[src/rtl/dbg_cmd_seq.sv]
module dbg_cmd_seq #(
  parameter int POLL_W = 8
) (
  input  logic              clk,
  input  logic              rst_n,
  input  logic [POLL_W-1:0] cfg_poll_max,
  input  logic              req_valid,
  output logic              req_ready,
  input  logic [2:0]        req_op,
  input  logic [2:0]        req_cycle,
  input  logic [23:0]       req_addr,
  input  logic [31:0]       req_wdata,
  output logic              scan_valid,
  output logic [2:0]        scan_sel,
  output logic [31:0]       scan_word,
  input  logic              scan_done,
  input  logic [31:0]       scan_rdata,
  output logic              resp_done,
  output logic [31:0]       resp_data,
  output logic              resp_err
);

  typedef enum logic [3:0] {
    IDLE, S_TLR, S_STRB, S_MF0, S_DESC, S_DATA, S_MF1SET, S_STEP, S_POLL, S_MF1CLR
  } st_t;

  st_t              st;
  logic [2:0]       op_q, cyc_q;
  logic [23:0]      addr_q;
  logic [31:0]      wdata_q;
  logic [POLL_W-1:0] poll_cnt;
  logic [31:0]      rd_masked;

  assign req_ready  = (st == IDLE);
  assign scan_valid = (st != IDLE);

  always_comb begin
    scan_sel  = 3'd0;
    scan_word = 32'd0;
    case (st)
      S_STRB:   begin scan_sel = 3'd1; scan_word = 32'h0000_00AA; end
      S_MF0:    begin scan_sel = 3'd2; scan_word = 32'h0000_00FF; end
      S_DESC:   begin scan_sel = 3'd4; scan_word = {5'd0, cyc_q, addr_q}; end
      S_DATA:   begin scan_sel = 3'd5; scan_word = (op_q == 3'd3) ? wdata_q : 32'd0; end
      S_MF1SET: begin scan_sel = 3'd3; scan_word = 32'd1; end
      S_STEP:   scan_sel = 3'd7;
      S_POLL:   scan_sel = 3'd6;
      S_MF1CLR: scan_sel = 3'd3;
      default:  ;
    endcase
  end

  always_comb begin
    rd_masked = scan_rdata;
    if (cyc_q == 3'd2) begin
      if (addr_q == 24'd14)
        rd_masked = {10'd0, scan_rdata[21:0]};
      else if (addr_q == 24'd11 || addr_q == 24'd12 || addr_q == 24'd13 || addr_q == 24'd192)
        rd_masked = {16'd0, scan_rdata[15:0]};
    end
  end

  always_ff @(posedge clk) begin
    if (!rst_n) begin
      st        <= IDLE;
      op_q      <= '0;
      cyc_q     <= '0;
      addr_q    <= '0;
      wdata_q   <= '0;
      poll_cnt  <= '0;
      resp_done <= 1'b0;
      resp_data <= '0;
      resp_err  <= 1'b0;
    end else begin
      resp_done <= 1'b0;
      if (st == IDLE) begin
        if (req_valid) begin
          op_q    <= req_op;
          cyc_q   <= req_cycle;
          addr_q  <= req_addr;
          wdata_q <= req_wdata;
          case (req_op)
            3'd0:      st <= S_TLR;
            3'd1:      st <= S_MF0;
            3'd2, 3'd3: st <= S_DESC;
            3'd4:      st <= S_MF1SET;
            default: begin
              resp_done <= 1'b1;
              resp_err  <= 1'b1;
              resp_data <= '0;
            end
          endcase
        end
      end else if (scan_done) begin
        case (st)
          S_TLR:    st <= S_STRB;
          S_DESC:   st <= S_DATA;
          S_MF1SET: st <= S_STEP;
          S_STEP: begin
            st       <= S_POLL;
            poll_cnt <= '0;
          end
          S_POLL: begin
            if (scan_rdata[0])
              st <= S_MF1CLR;
            else if (poll_cnt + 1'b1 >= cfg_poll_max) begin
              st        <= IDLE;
              resp_done <= 1'b1;
              resp_err  <= 1'b1;
              resp_data <= '0;
            end else
              poll_cnt <= poll_cnt + 1'b1;
          end
          default: begin
            st        <= IDLE;
            resp_done <= 1'b1;
            resp_err  <= 1'b0;
            resp_data <= (st == S_DATA && op_q == 3'd2) ? rd_masked : 32'd0;
          end
        endcase
      end
    end
  end

  assert_ready_idle_R1: assert property (@(posedge clk) disable iff (!rst_n)
    req_ready |-> !scan_valid);
  assert_scan_hold_R3: assert property (@(posedge clk) disable iff (!rst_n)
    (scan_valid && !scan_done) |=> (scan_valid && $stable(scan_sel) && $stable(scan_word)));
  assert_strobe_word_R6: assert property (@(posedge clk) disable iff (!rst_n)
    (scan_valid && scan_sel == 3'd1) |-> scan_word == 32'h0000_00AA);
  assert_poll_bound_R9: assert property (@(posedge clk) disable iff (!rst_n)
    (st == S_POLL && cfg_poll_max != '0) |-> poll_cnt < cfg_poll_max);
  assert_done_pulse_R10: assert property (@(posedge clk) disable iff (!rst_n)
    resp_done |=> !resp_done);
  assert_busy_after_accept_R10: assert property (@(posedge clk) disable iff (!rst_n)
    (req_ready && req_valid && req_op <= 3'd4) |=> !req_ready);

endmodule

[config.mk]
export PLATFORM = sky130hd
export DESIGN_NAME = dbg_cmd_seq
export DESIGN_NICKNAME = d
export VERILOG_FILES = /design/src/rtl/dbg_cmd_seq.sv
export SDC_FILE = /design/constraint.sdc
export NUM_CORES = 1
export LEC_CHECK = 0
export BUFFER_PORTS_ARGS = -buffer_cell sky130_fd_sc_hd__buf_2
export CAP_MARGIN = 20
export CORE_ASPECT_RATIO = 0.6
export CORE_MARGIN = 5
export CORE_UTILIZATION = 40
export CTS_CLUSTER_SIZE = 12
export DETAILED_ROUTE_END_ITERATION = 12
export PLACE_DENSITY = 0.67
export SLEW_MARGIN = 0
export SYNTH_ARGS = -nofsm -noshare
export SYNTH_HDL_FRONTEND = slang
export SYNTH_SLANG_ARGS = --single-unit
[constraint.sdc]
create_clock -name clk -period 3.8 [get_ports clk]
set_clock_uncertainty 0.2 [all_clocks]
set_input_delay 0.57 -clock clk [delete_from_list [all_inputs] [get_ports clk]]
set_output_delay 0.57 -clock clk [all_outputs]
set_load 0.1 [all_outputs]
==> reports/metrics.cfg <==
[worst_setup_path]
rr_worst_depth=10
cp_max_fo=19
endpoint_kind=output port
crit_required_ps=3030
endpoint=scan_word[20]
crit_arrival_ps=2630
max_stage_delay_ps=530
path_class=register to output port
r2r_end=resp_data[27]
crit_cells=5
crit_family=simple AND/OR/NAND/NOR gates
slowest_stage=nor4_4
critPathLaunchType=register
worst-path-buf-inv=2
path_cells=nor4_4 -> and2_1 -> buf_12 -> a22o_1 -> buf_2
r2r_start=poll_cnt[2]
rrSetupSlack_ps=410
startpoint=st[3]

[yosys]
syn-num-nets=681
synth-seq-area-share_pct=45.4
synth_area_mm2=0.00476
synthArstFlopShare_pct=0
synth_edf_count=0
yosysWarnings=0
synth_cell_type_count=47
synthCells=566
synth_ff_type=dfxtp_1
ys_ff_latch=108
syn_avg_cell_area_um2=8.41

[flow_run]
drv_cap=0

[pwr]
p_leak_uw=0.00287
netSwitchingPower_uw=911
seq_power_share_pct=44.2
pwr-share-clk_pct=34.1
power.density_mw_per_mm2=443
vdd_drop_max_mv=0.250
comb_power_share_pct=21.7
p_sw_share_pct=32.2
p_int_uw=1920

[routing]
drt_pass1_iterations=5
wirelength_um=14000
post_drt_wl_per_cell_um=15.7
drt_iter0_drc=329
route.detailed.drc=0
ant_nets=0
viasPerCell=5.18
vias=4599

[cts]
cts_setup_buffers=0
clockBufferDepth=2
hold_buffers=0
cts_root_buf=clkbuf_16
cts_buffers=9
cts_resized=0
clk-insertion-delay-late_ps=350
cts_tree=yes
cts.sinks=108
clk_pin_slew_worst_paths_ps=70
htreeDepth=3

[floorplanning]
die_area_mm2=0.0143
io_pins=177
core_area_mm2=0.0115
die_w_um=151
rows=30
initial_core_util_pct=41.4
fp.dieH_um=94.5

[sta]
worst_pin_slew_ps=728
max_freq_mhz=294
grt_setup_unrepaired=no
tns_ps=0
final.period_utilization_pct=89.5
hold_viol_final=0
finalSetupViolCount=0
fin_crit_ps=3400
relSlewSlack_pct=51.2
setup_ws_ps=400
whs_ps=228
slew_violations=0

[global_routing]
grt_pass1_wl_um=22000
grt_overflow=0
grt-busiest-layer=met2
use_met2_pct=29.6
grt_pass1_vias=4464
grt_max_degree=67
track_usage_pct=19.1
met1_usage_pct=26.2
grt.met3_usage_pct=5.85
grt_antenna_before_repair=1

[place]
dpl.hpwl_um=10400
place_area_mm2=0.00604
place.port_buffers=176
gp_congestion=0.828
place_ws_ps=68.8

[finish]
final_common_cell=buf_2
postLayoutCellArea_mm2=0.00639
antenna_cells=0
mostFrequentLayoutCells=buf_2 (155), nand2_1 (145), dfxtp_1 (108)
drive_above_1_share_pct=30.4
syn2layout_area_growth_pct=34.3
fin_util_pct=55.7
final_net_count=839

[hold_path]
hp-class=input port to register

[status]
status=finished, final reports clean

routing by layer:
layer	share of wire (%)	vias to the layer above
met5	0.050	-
met1	45	2118
li1	-	2288
met2	44	174
met4	1.2	2
met3	9.2	17
per-stage QoR:
stage / instances / total power (µW)
5_1_grt: 888 / 2960
6_report: 888 / 2830
4_1_cts: 885 / 2840
2_1_floorplan: 566 / 1700
3_5_place_dp: 870 / 1880
3_3_place_gp: 870 / 1870
flip-flops by register name (all words and copies together) (netlist names):
register / count
addr_q: 24
poll_cnt: 8
st: 4
resp_err: 1
resp_data: 32
op_q: 3
cyc_q: 3
resp_done: 1
wdata_q: 32
Yosys cell counts, types with 4 or more instances:
cell type    n  area (µm²)
xor2_1       4        35.0
dfxtp_1    108        2160
and2_1       7        43.8
nand2_1    146         548
and3_1      11        68.8
ha_1         9         113
a221o_1     10         100
inv_1       14        52.6
a22o_1      51         447
xnor2_1      4        35.0
buf_6        4        45.0
nand3_1      5        25.0
nor4_1       4        25.0
a21oi_1     73         365
o21ai_0      9        45.0
clkbuf_1    28         105
mux2i_1      6        60.1
buf_2        4        20.0
nor2_1      25        93.8
worst min path at each step:
stage,from,to,slack (ps),cells after the start
floorplan,op_q[2],op_q[2],230,2
global placement,wdata_q[28],wdata_q[28],240,2
detailed placement,wdata_q[17],wdata_q[17],250,2
CTS,scan_rdata[7],resp_data[7],220,2
global route,scan_rdata[7],resp_data[7],210,2
finish,scan_rdata[16],resp_data[16],230,2
kinds of logic after synthesis:
group           Yosys count  synth area share (%)
simple gates            223                  21.3
compound gates          156                  22.6
flops                   108                  45.4
buf+inv                  54                  5.10
fa+ha+maj                 9                  2.37
xor+xnor                  8                  1.47
mux                       8                  1.74
area by class of cell:
class	instances	area (µm²)
Clock buffer	9	225
Clock inverter	6	78.8
Fill cell	1073	5090
Inverter	15	57.6
Multi-Input combinational cell	404	2360
Sequential cell	108	2160
Tap cell	160	200
Timing Repair Buffer	186	1310
power by group through the flow:
stage,sequential (µW),combinational (µW),clock (µW)
6_report,1250,614,966
5_1_grt,1260,662,1030
4_1_cts,1250,604,989
3_5_place_dp,1280,601,0
3_3_place_gp,1270,593,0
2_1_floorplan,1290,412,0
No activity file was read; power rests on OpenSTA's default activity.
